### config.mk
export PLATFORM = sky130hd
export DESIGN_NAME = mm_alu_seq
export DESIGN_NICKNAME = d
export VERILOG_FILES = /design/src/rtl/mm_alu_pkg.sv /design/src/rtl/mm_decode.sv /design/src/rtl/mm_alu.sv /design/src/rtl/mm_ctrl.sv /design/src/rtl/mm_alu_seq.sv
export SDC_FILE = /design/constraint.sdc
export NUM_CORES = 1
export LEC_CHECK = 0
export ABC_AREA = 1
export BUFFER_PORTS_ARGS = -buffer_cell sky130_fd_sc_hd__buf_2
export CORE_MARGIN = 2
export CORE_UTILIZATION = 55
export DETAILED_ROUTE_END_ITERATION = 12
export GPL_TIMING_DRIVEN = 0
export PLACE_DENSITY = 0.77
export SLEW_MARGIN = 5
export SYNTH_ARGS = -nofsm -noshare
export SYNTH_HDL_FRONTEND = slang
export SYNTH_HIERARCHICAL = 1
export SYNTH_SLANG_ARGS = --single-unit
### constraint.sdc
create_clock -name clk_i -period 3.15 [get_ports clk_i]
set_clock_uncertainty 0.1 [all_clocks]
set_input_delay 0.7875 -clock clk_i [delete_from_list [all_inputs] [get_ports clk_i]]
set_output_delay 0.7875 -clock clk_i [all_outputs]
set_load 0.01 [all_outputs]
### src/rtl/mm_alu_pkg.sv
package mm_alu_pkg;

  typedef enum logic [1:0] {
    OP_ALU  = 2'b00,
    OP_IMM  = 2'b01,
    OP_RSV2 = 2'b10,
    OP_RSV3 = 2'b11
  } opcode_e;

  typedef enum logic [1:0] {
    FN_ADD = 2'b00,
    FN_SUB = 2'b01,
    FN_AND = 2'b10,
    FN_OR  = 2'b11
  } fn_e;

  typedef enum logic [2:0] {
    ST_IDLE  = 3'd0,
    ST_READA = 3'd1,
    ST_READB = 3'd2,
    ST_EXEC  = 3'd3,
    ST_WRITE = 3'd4,
    ST_DONE  = 3'd5
  } state_e;

endpackage

### src/rtl/mm_decode.sv
module mm_decode
  import mm_alu_pkg::*;
#(
  parameter int ADDR_W = 4,
  parameter int OPC_W  = 2,
  parameter int FN_W   = 2,
  localparam int INSTR_W = OPC_W + 3 * ADDR_W + FN_W,
  localparam int IMM_W   = 2 * ADDR_W
) (
  input  logic [INSTR_W-1:0] instr_i,
  output opcode_e            opcode_o,
  output logic [ADDR_W-1:0]  dest_o,
  output logic [ADDR_W-1:0]  src1_o,
  output logic [ADDR_W-1:0]  src2_o,
  output fn_e                fn_o,
  output logic [IMM_W-1:0]   imm_o
);

  localparam int DEST_LSB = FN_W + 2 * ADDR_W;
  localparam int SRC1_LSB = FN_W + ADDR_W;
  localparam int SRC2_LSB = FN_W;

  assign opcode_o = opcode_e'(instr_i[INSTR_W-1 -: OPC_W]);
  assign dest_o   = instr_i[DEST_LSB +: ADDR_W];
  assign src1_o   = instr_i[SRC1_LSB +: ADDR_W];
  assign src2_o   = instr_i[SRC2_LSB +: ADDR_W];
  assign fn_o     = fn_e'(instr_i[FN_W-1:0]);
  // constant shares the two source fields
  assign imm_o    = instr_i[FN_W +: IMM_W];

endmodule

### src/rtl/mm_alu.sv
module mm_alu
  import mm_alu_pkg::*;
#(
  parameter int DATA_W = 8
) (
  input  logic [DATA_W-1:0] a_i,
  input  logic [DATA_W-1:0] b_i,
  input  fn_e               fn_i,
  output logic [DATA_W-1:0] res_o
);

  always_comb begin
    unique case (fn_i)
      FN_ADD:  res_o = a_i + b_i;
      FN_SUB:  res_o = a_i - b_i;
      FN_AND:  res_o = a_i & b_i;
      default: res_o = a_i | b_i;
    endcase
  end

endmodule

### src/rtl/mm_ctrl.sv
module mm_ctrl
  import mm_alu_pkg::*;
(
  input  logic    clk_i,
  input  logic    rst_ni,
  input  logic    valid_i,
  input  opcode_e op_i,
  output logic    ready_o,
  output logic    busy_o,
  output logic    done_o,
  output logic    rd_a_o,
  output logic    rd_b_o,
  output logic    exec_o,
  output logic    wr_o
);

  state_e st_q, st_d;

  always_comb begin
    st_d = st_q;
    unique case (st_q)
      ST_IDLE: if (valid_i) begin
        unique case (op_i)
          OP_ALU:  st_d = ST_READA;
          OP_IMM:  st_d = ST_WRITE;
          default: st_d = ST_DONE;
        endcase
      end
      ST_READA: st_d = ST_READB;
      ST_READB: st_d = ST_EXEC;
      ST_EXEC:  st_d = ST_WRITE;
      ST_WRITE: st_d = ST_DONE;
      default:  st_d = ST_IDLE;
    endcase
  end

  always_ff @(posedge clk_i or negedge rst_ni) begin
    if (!rst_ni) st_q <= ST_IDLE;
    else         st_q <= st_d;
  end

  assign ready_o = (st_q == ST_IDLE);
  assign busy_o  = (st_q != ST_IDLE);
  assign done_o  = (st_q == ST_DONE);
  assign rd_a_o  = (st_q == ST_READA);
  assign rd_b_o  = (st_q == ST_READB);
  assign exec_o  = (st_q == ST_EXEC);
  assign wr_o    = (st_q == ST_WRITE);

  // done lasts one cycle and is followed by idle
  a_r9_done_pulse: assert property (@(posedge clk_i) disable iff (!rst_ni)
    done_o |=> (!done_o && ready_o));

  // a busy cycle never offers ready
  a_r8_busy_not_ready: assert property (@(posedge clk_i) disable iff (!rst_ni)
    busy_o |-> !ready_o);

  // the compute cycle is followed by the write
  a_r4_exec_then_write: assert property (@(posedge clk_i) disable iff (!rst_ni)
    exec_o |=> wr_o);

endmodule

### src/rtl/mm_alu_seq.sv
module mm_alu_seq
  import mm_alu_pkg::*;
#(
  parameter int DATA_W = 8,
  parameter int ADDR_W = 4,
  localparam int OPC_W   = 2,
  localparam int FN_W    = 2,
  localparam int INSTR_W = OPC_W + 3 * ADDR_W + FN_W,
  localparam int IMM_W   = 2 * ADDR_W
) (
  input  logic               clk_i,
  input  logic               rst_ni,
  input  logic               instr_valid_i,
  input  logic [INSTR_W-1:0] instr_i,
  output logic               instr_ready_o,
  output logic               busy_o,
  output logic               done_o,
  output logic [ADDR_W-1:0]  mem_addr_o,
  output logic               mem_re_o,
  output logic               mem_we_o,
  output logic [DATA_W-1:0]  mem_wdata_o,
  input  logic [DATA_W-1:0]  mem_rdata_i
);

  logic [INSTR_W-1:0] instr_q;
  logic [DATA_W-1:0]  op_a_q, op_b_q, res_q, alu_res, imm_data;
  logic               accept, rd_a, rd_b, exec, wr;
  opcode_e            in_op, q_op;
  fn_e                q_fn;
  logic [ADDR_W-1:0]  q_dest, q_src1, q_src2;
  logic [IMM_W-1:0]   q_imm;

  assign in_op  = opcode_e'(instr_i[INSTR_W-1 -: OPC_W]);
  assign accept = instr_valid_i && instr_ready_o;

  mm_ctrl u_ctrl (
    .clk_i   (clk_i),
    .rst_ni  (rst_ni),
    .valid_i (instr_valid_i),
    .op_i    (in_op),
    .ready_o (instr_ready_o),
    .busy_o  (busy_o),
    .done_o  (done_o),
    .rd_a_o  (rd_a),
    .rd_b_o  (rd_b),
    .exec_o  (exec),
    .wr_o    (wr)
  );

  mm_decode #(.ADDR_W(ADDR_W), .OPC_W(OPC_W), .FN_W(FN_W)) u_dec (
    .instr_i  (instr_q),
    .opcode_o (q_op),
    .dest_o   (q_dest),
    .src1_o   (q_src1),
    .src2_o   (q_src2),
    .fn_o     (q_fn),
    .imm_o    (q_imm)
  );

  mm_alu #(.DATA_W(DATA_W)) u_alu (
    .a_i   (op_a_q),
    .b_i   (op_b_q),
    .fn_i  (q_fn),
    .res_o (alu_res)
  );

  generate
    if (IMM_W >= DATA_W) begin : g_imm_trunc
      assign imm_data = q_imm[DATA_W-1:0];
    end else begin : g_imm_ext
      assign imm_data = {{(DATA_W-IMM_W){1'b0}}, q_imm};
    end
  endgenerate

  always_ff @(posedge clk_i or negedge rst_ni) begin
    if (!rst_ni) begin
      instr_q <= '0;
      op_a_q  <= '0;
      op_b_q  <= '0;
      res_q   <= '0;
    end else begin
      if (accept) instr_q <= instr_i;
      if (rd_a)   op_a_q  <= mem_rdata_i;
      if (rd_b)   op_b_q  <= mem_rdata_i;
      if (exec)   res_q   <= alu_res;
    end
  end

  always_comb begin
    mem_addr_o = '0;
    if (rd_a)      mem_addr_o = q_src1;
    else if (rd_b) mem_addr_o = q_src2;
    else if (wr)   mem_addr_o = q_dest;
  end

  assign mem_re_o    = rd_a || rd_b;
  assign mem_we_o    = wr;
  assign mem_wdata_o = (q_op == OP_IMM) ? imm_data : res_q;

  // single port, never read and write together
  a_r3_no_rw_overlap: assert property (@(posedge clk_i) disable iff (!rst_ni)
    !(mem_re_o && mem_we_o));

  // reads always come as a back-to-back pair
  a_r3_reads_paired: assert property (@(posedge clk_i) disable iff (!rst_ni)
    $rose(mem_re_o) |=> mem_re_o);

  // the write is followed directly by done
  a_r4_write_then_done: assert property (@(posedge clk_i) disable iff (!rst_ni)
    mem_we_o |=> done_o);

  // acceptance starts a busy window
  a_r8_accept_busy: assert property (@(posedge clk_i) disable iff (!rst_ni)
    (instr_valid_i && instr_ready_o) |=> busy_o);

  // no memory traffic while idle
  a_r7_idle_quiet: assert property (@(posedge clk_i) disable iff (!rst_ni)
    instr_ready_o |-> !(mem_re_o || mem_we_o));

endmodule

==> results.cfg, run 1 <==
[outcome]
status = finished clean

[synthesis]
yosysTopAreaCellShare_pct = 36.1
yosysWarnings = 6
syn_nets = 446
synthAdderAreaFrac_pct = 4.87
synth_compound_area_share_pct = 9.32
ys_ff_latch = 43
synth_top_area_cell = dfrtp_1
yosysUniqueCellTypes = 30
synth_cells = 408
synthMuxAreaShare_pct = 0
yosys-top-cells-area = dfrtp_1 36%, nand2_1 16%, buf_4 7.3%
synth_top_family_by_area = simple AND/OR/NAND/NOR gates
avgSynthCellArea_um2 = 7.30
ys_seq_area_share_pct = 36.1
synth_area_mm2 = 0.00298
yosys.area_share.simple_pct = 31.2
synth_xor_area_share_pct = 1.47

[final_layout]
final_common_cell = nand2_1
n_antenna_cell = 0
layout.nets = 496
drive_gt1_share_pct = 24.6
area_growth_pct = 14.1
layout_common_cells = 125 x nand2_1, 49 x inv_1, 43 x buf_2, 43 x dfrtp_1, 35 x nand3_1

[sta]
period_needed_ns = 2.70
finalSetupTns_ns = 0
timing.slew.headroom_pct = 38.1
rsz0062_at_grt = false
fin_crit_sh_pct = 85.6
maxSlewViolCount = 0
hold_viol = 0
finalSetupViolations = 0
max_freq_mhz = 371
worstMarginPinSlew_ns = 0.929

[drt]
firstDrtPassIters = 4
drt_iter0_markers = 109
routed_wl_mm = 6.05
via_per_inst = 4.84
drc = 0
ant_nets = 0
via_count = 2562
wl_per_cell_um = 11.4

[worst_setup_path]
critPathKind = flip-flop to flip-flop
worst-path-buf-inv = 4
worstPathCellList = inv_1, ha_1, inv_1, nor3_1, nand3_1, nand2_1, xor2_1, inv_1, ha_1, nand2_1, inv_1, nand2_1, nand2_1, a21oi_1, nand3_1, nand3_1, nand2_1, nand2_1, o21ai_0
critPathCaptureType = flip-flop
reg2reg_depth = 19
required_ns = 3.23
cp-start-kind = flip-flop
crit_fanout = 5
path_delay_family = simple AND/OR/NAND/NOR gates
critPathArrivalTime_ns = 2.78
slowest_delay_ns = 0.44
crit_path_frequent_cell = nand2_1
slowest_stage = dfrtp_1
cp.depth = 19

[floorplan]
die_h_um = 77.6
num_rows = 26
io_pins = 44
start_util_pct = 57.6
die_area_mm2 = 0.00602
coreArea_mm2 = 0.00517
fp.dieW_um = 77.6

[global_routing]
track_usage_pct = 22.1
grt-ovfl-total = 0
grt_max_degree = 44
grt_pass1_vias = 2383
antenna_found_initial = 0
grt_pass1_wl_mm = 10.7

[clocking]
ctsHoldBuffers = 0
post_cts_buffers = 0
clk_path_buf_depth = 2
cts_tree = yes
numClockSinks = 43
htree_levels = 2
post_cts_resized = 0
cts.reportedPaths.clkPinSlew_ns = 0.08
clk_latency_ns = 0.29
root_buffer = clkbuf_8
cts_buffers = 5

[run]
maxCapViolations = 0

[power_and_ir_drop]
power_density_mw_per_mm2 = 1210
irDropWorstVdd_mv = 0.637
static-leakage-power_uw = 0.00195
power_uw = 4110

[hold_path]
hold_depth = 2
hold_class = flip-flop to flip-flop

[place]
numPortBuffers = 43
place.gp.congestion = 0.905
dp_hpwl_mm = 4.79
sequential cells by signal, summed over array words and instances (netlist names):
name / cells
op_b_q: 8
u_ctrl/st_q: 3
res_q: 8
op_a_q: 8
instr_q: 16
power by group:
part | switching, uW | total [uW] | internal, uW
Combinational | 1500 | 2620 | 1120
Clock | 185 | 441 | 256
Sequential | 236 | 1050 | 811
path summary, 6_finish.rpt:
check	slack (ns)	from	to
hold reg to reg	0.38	instr_q[14]	instr_q[14]
setup / recovery	0.45	op_b_q[0]	res_q[7]
hold / removal	0.38	instr_q[14]	instr_q[14]
min in group asynchronous	0.53	rst_ni	u_ctrl/st_q[1]
max in group asynchronous	1.84	rst_ni	op_a_q[4]
setup reg to reg	0.45	op_b_q[0]	res_q[7]
per-layer routing:
metal,wire [um],up-vias,global-route usage (%)
li1,-,1354,-
met1,2800,1148,29.1
met2,2900,49,37.1
met3,255,11,4.19
met4,99,0,6.07
met5,0,-,0
per-stage QoR:
step	utilization [%]	instance area (um2)	hold WS (ns)	worst slack [ns]	cells
2_1_floorplan	-	2980	0.343	0.782	408
3_3_place_gp	63.5	3280	0.358	0.499	521
3_5_place_dp	63.5	3280	0.360	0.463	521
4_1_cts	65.7	3400	0.380	0.456	529
5_1_grt	65.7	3400	0.401	0.224	529
6_report	65.7	3400	0.376	0.453	529
Yosys cell counts:
cell type,number
nor3_2,1
o211ai_1,2
o21bai_1,1
inv_1,49
buf_4,29
nand2_1,125
xor2_1,5
nand4_1,2
o21a_1,8
nand2_2,3
buf_6,7
o21ai_1,2
nor2_2,9
inv_6,1
or2_1,2
nand3_2,2
a21oi_1,11
fa_1,1
nor2_4,1
ha_1,10
nor3_1,4
nor2_1,20
o21ai_0,23
a31oi_1,1
nand2_4,3
dfrtp_1,43
nand3b_1,2
a21oi_2,1
nand3_1,35
inv_2,5
cell type report:
class                   count  area [um2]
flip-flops and latches     43        1080
plain buffers              36         297
well taps                  70        87.6
inverters                  55         211
multi-input cells         274        1400
fillers                   469        1770
clock buffers               6        82.6
repair buffers             43         215
clock inverters             2        35.0
kinds of logic (layout without fill, tap and decap cells):
family / after synthesis / after routing
buffers and inverters: 91 / 142
AND/OR/NAND/NOR: 209 / 209
XOR/XNOR: 5 / 5
adder cells (fa/ha/maj): 11 / 11
AO/OA/AOI/OAI: 49 / 49
flip-flops: 43 / 43
worst min-delay path, cell delays in order (launching register included):
cell and delay, ns:
dfrtp_1 0.35, nand2_1 0.05, nand2_1 0.04
(Power assumes the default switching activity.)
==> inputs of run 2 (changes only) <==
--- a/config.mk
+++ b/config.mk
@@ -11,7 +11,7 @@
 export CORE_UTILIZATION = 55
 export DETAILED_ROUTE_END_ITERATION = 12
 export GPL_TIMING_DRIVEN = 0
-export PLACE_DENSITY = 0.77
+export PLACE_DENSITY_LB_ADDON = 0.15
 export SLEW_MARGIN = 5
 export SYNTH_ARGS = -nofsm -noshare
 export SYNTH_HDL_FRONTEND = slang
==> run 2 against run 1 <==
Effect of this change:
- power shrank 0.42%
- critical path depth did not move
- via count is 2.3% higher
- combinational power about the same
- sequential share of layout area is 0.14 points higher
- largest cell class unchanged
==> results.cfg, run 2 (same netlist as run 1, synthesis figures left out) <==
[outcome]
status = finished clean

[clocking]
cts_tree = yes
ctsHoldBuffers = 0
htree_levels = 2
post_cts_resized = 0
cts_buffers = 5
root_buffer = clkbuf_8
clk_latency_ns = 0.29
cts.reportedPaths.clkPinSlew_ns = 0.08
clk_path_buf_depth = 2
post_cts_buffers = 0
numClockSinks = 43

[final_layout]
n_antenna_cell = 0
largest_reg_flops = 16
layout_common_cells = 125 x nand2_1, 49 x inv_1, 43 x buf_2, 43 x dfrtp_1, 35 x nand3_1
final_common_cell = nand2_1
drive_gt1_share_pct = 24.2
area_growth_pct = 13.6
layout.nets = 496
regMostFlops = instr_q
fillers = 494

[worst_setup_path]
critPathKind = flip-flop to flip-flop
crit_fanout = 5
required_ns = 3.22
critPathArrivalTime_ns = 2.78
cp-start-kind = flip-flop
critPathCaptureType = flip-flop

[global_routing]
antenna_found_initial = 0
global_route.usage.met3_pct = 3.14
grt_pass1_wl_mm = 11.4
grt_use_met1_pct = 32.8
grt-ovfl-total = 0
grt_use_met2_pct = 39.1
busiest_layer = met2
track_usage_pct = 23.7
grt_pass1_vias = 2571
grt_max_degree = 44

[floorplan]
num_rows = 26
coreArea_mm2 = 0.00517
die_area_mm2 = 0.00602
die_h_um = 77.6
start_util_pct = 57.6
fp.dieW_um = 77.6
io_pins = 44

[drt]
routed_wl_mm = 6.41
via_per_inst = 4.97
wl_per_cell_um = 12.1
ant_nets = 0
drt_iter0_markers = 108
via_count = 2622
firstDrtPassIters = 7
drc = 0

[sta]
worst_slack_ns = 0.440
timing.slew.headroom_pct = 34.8
worstMarginPinSlew_ns = 0.978
finalSetupViolations = 0
hold_viol = 0
timing.hold.ws_ns = 0.380
period_needed_ns = 2.71
finalSetupTns_ns = 0
max_freq_mhz = 369
rsz0062_at_grt = false
maxSlewViolCount = 0
fin_crit_sh_pct = 86.0

[power_and_ir_drop]
combPwrFrac_pct = 64.3
static-leakage-power_uw = 0.00194
intPower_uw = 2160
p_clk_share_pct = 10.1
irDropWorstVdd_mv = 0.582
seqPwrFrac_pct = 25.6
power_uw = 4090
p_sw_uw = 1930
switching_share_pct = 47.2
power_density_mw_per_mm2 = 1210

[place]
dp_hpwl_mm = 4.95
place.gp.congestion = 0.884
dp_slack_ns = 0.468
numPortBuffers = 43

[run]
maxCapViolations = 0

[hold_path]
hold_class = flip-flop to flip-flop
## run 2: cell count changes in the layout (fill, tap and decap cells not counted), sizes merged
cell	before	now
clkinv	1	0
## run 2: final cells by class
type	count	area, um2	share of cell area, %
Tap cell	70	87.6	2.59
Buffer	36	297	8.76
Clock buffer	6	72.6	2.14
Clock inverter	1	30.0	0.887
Sequential cell	43	1080	31.8
Inverter	55	211	6.25
Multi-Input combinational cell	274	1400	41.2
Timing Repair Buffer	43	215	6.36
## run 2: stage by stage
stage / std cells / util, % / area [um2]
2_1_floorplan: 408 / - / 2980
3_3_place_gp: 521 / 63.5 / 3280
3_5_place_dp: 521 / 63.5 / 3280
4_1_cts: 528 / 65.5 / 3390
5_1_grt: 528 / 65.5 / 3390
6_report: 528 / 65.5 / 3390
## run 2: final timing paths
kind,slack (ns),cells after the start,start,endpoint
setup / recovery,0.44,19,op_b_q[0],res_q[7]
hold / removal,0.38,2,instr_q[0],instr_q[0]
setup reg to reg,0.44,19,op_b_q[0],res_q[7]
hold reg to reg,0.38,2,instr_q[0],instr_q[0]
max in group asynchronous,1.79,1,rst_ni,u_ctrl/st_q[2]
min in group asynchronous,0.55,1,rst_ni,op_a_q[2]
## run 2: worst max-delay path, stage by stage, from the launching register on
cell	delay, ns
dfrtp_1	0.44
inv_1	0.13
ha_1	0.15
inv_1	0.04
nor3_1	0.20
nand3_1	0.10
nand2_1	0.09
xor2_1	0.15
inv_1	0.06
ha_1	0.32
nand2_1	0.10
inv_1	0.04
nand2_1	0.05
nand2_1	0.04
a21oi_1	0.19
nand3_1	0.10
nand3_1	0.09
nand2_1	0.05
nand2_1	0.05
o21ai_0	0.07
## run 2: power groups by stage
stage | sequential, uW | clock (uW) | combinational [uW]
after floorplan | 986 | 0 | 2070
after detailed placement | 1050 | 0 | 2640
final | 1050 | 413 | 2630
after global routing | 1090 | 450 | 3010
after CTS | 1040 | 426 | 2640
after global placement | 1040 | 0 | 2560
## run 2: per-layer routing
metal	vias up	wire length, um
met2	70	3010
met3	8	344
met5	-	0
met4	0	75
met1	1187	2980
li1	1357	-
==> inputs of run 3 (changes only) <==
--- a/config.mk
+++ b/config.mk
@@ -9,6 +9,7 @@
 export BUFFER_PORTS_ARGS = -buffer_cell sky130_fd_sc_hd__buf_2
 export CORE_MARGIN = 2
 export CORE_UTILIZATION = 55
+export CTS_BUF_LIST = sky130_fd_sc_hd__clkbuf_8 sky130_fd_sc_hd__clkbuf_16
 export DETAILED_ROUTE_END_ITERATION = 12
 export GPL_TIMING_DRIVEN = 0
 export PLACE_DENSITY_LB_ADDON = 0.15
==> run 3 against run 2 <==
Effect of this change:
- clock power about the same
- routed wire length about the same
- utilization unchanged
- combinational power about the same
- largest cell class unchanged
- critical path type unchanged
- register-to-register slack about the same
- flip-flop and latch count unchanged
- die area unchanged
- sequential share of layout area unchanged
- cell area unchanged
- final cell count unchanged
==> results.cfg, run 3 (same netlist as run 1, synthesis figures left out) <==
[sta]
hold_viol = 0
fin_crit_sh_pct = 86.0
rsz0062_at_grt = false
worstMarginPinSlew_ns = 0.981
max_freq_mhz = 369
maxSlewViolCount = 0
finalSetupTns_ns = 0
finalSetupViolations = 0
worst_slack_ns = 0.442
period_needed_ns = 2.71
timing.slew.headroom_pct = 34.6

[drt]
wl_per_cell_um = 12.1
via_per_inst = 4.97
via_count = 2624
ant_nets = 0
drt_iter0_markers = 108
firstDrtPassIters = 7
routed_wl_mm = 6.41
drc = 0

[worst_setup_path]
critPathArrivalTime_ns = 2.78
slowest_stage = dfrtp_1
worst-path-buf-inv = 4
required_ns = 3.22
worstPathCellList = inv_1, ha_1, inv_1, nor3_1, nand3_1, nand2_1, xor2_1, inv_1, ha_1, nand2_1, inv_1, nand2_1, nand2_1, a21oi_1, nand3_1, nand3_1, nand2_1, nand2_1, o21ai_0
cp-start-kind = flip-flop
path_delay_family = simple AND/OR/NAND/NOR gates
critPathCaptureType = flip-flop
slowest_delay_ns = 0.44
crit_path_frequent_cell = nand2_1
crit_fanout = 5
critPathKind = flip-flop to flip-flop

[power_and_ir_drop]
static-leakage-power_uw = 0.00194
power_density_mw_per_mm2 = 1210
irDropWorstVdd_mv = 0.582

[place]
dp.cells = 521
place.gp.congestion = 0.884
numPortBuffers = 43
dp_slack_ns = 0.468
dp_hpwl_mm = 4.95

[global_routing]
track_usage_pct = 23.7
grt_pass1_vias = 2571
grt_pass1_wl_mm = 11.4
grt-ovfl-total = 0
grt_max_degree = 44
antenna_found_initial = 0

[floorplan]
io_pins = 44
num_rows = 26
die_area_mm2 = 0.00602
coreArea_mm2 = 0.00517
fp.dieW_um = 77.6
die_h_um = 77.6
start_util_pct = 57.6

[final_layout]
n_antenna_cell = 0
layout.nets = 496
area_growth_pct = 13.6
layout_common_cells = 125 x nand2_1, 50 x inv_1, 43 x buf_2, 43 x dfrtp_1, 35 x nand3_1
final_common_cell = nand2_1
regMostFlops = instr_q
drive_gt1_share_pct = 24.2
largest_reg_flops = 16
stdcell_count = 528

[clocking]
clk_path_buf_depth = 2
root_buffer = clkbuf_8
post_cts_resized = 0
clk_latency_ns = 0.29
cts_tree = yes
cts_buffers = 5
cts.reportedPaths.clkPinSlew_ns = 0.08
post_cts_buffers = 0
ctsHoldBuffers = 0
numClockSinks = 43
htree_levels = 2

[hold_path]
hold_class = flip-flop to flip-flop

[outcome]
status = finished clean

[run]
maxCapViolations = 0
[run 3: cell types whose count changed in the layout (fill, tap and decap cells not counted)]
cell / change
inv_1: +1
clkbuf_1: -1
[run 3: final timing paths]
path / start / end / slack [ns] / cells after the start
min in group asynchronous: rst_ni / op_a_q[2] / 0.55 / 1
worst min-delay path: instr_q[0] / instr_q[0] / 0.38 / 2
worst min register to register: instr_q[0] / instr_q[0] / 0.38 / 2
max in group asynchronous: rst_ni / u_ctrl/st_q[2] / 1.79 / 1
worst max-delay path: op_b_q[0] / res_q[7] / 0.44 / 19
worst max register to register: op_b_q[0] / res_q[7] / 0.44 / 19
[run 3: area by class of cell]
class | instances | area [um2]
Fill cell | 494 | 1790
Multi-Input combinational cell | 274 | 1400
Sequential cell | 43 | 1080
Buffer | 36 | 297
Timing Repair Buffer | 43 | 215
Inverter | 55 | 211
Tap cell | 70 | 87.6
Clock buffer | 5 | 68.8
Clock inverter | 2 | 33.8
[run 3: metal layers]
layer,part of all wire [%],GRT usage [%],vias up
li1,-,-,1358
met1,47,32.8,1188
met2,47,39.1,70
met3,5.4,3.14,8
met4,1.2,6.43,0
met5,0,0,-
[run 3: per-stage QoR]
stage	power (uW)	area [um2]	utilization (%)	hold slack, ns
after detailed placement	3690	3280	63.5	0.364
after global routing	4540	3390	65.5	0.413
after CTS	4110	3390	65.5	0.384
final	4090	3390	65.5	0.381
after global placement	3610	3280	63.5	0.355
after floorplan	3050	2980	-	0.343
[run 3: report_power, final]
part / internal (uW) / switching, uW
combinational: 1120 / 1510
clock: 229 / 182
sequential: 811 / 236
[run 3: tightest hold or removal path, cell delays in order (launching register included)]
cell     delay [ns]
dfrtp_1        0.35
nand2_1        0.05
nand2_1        0.05
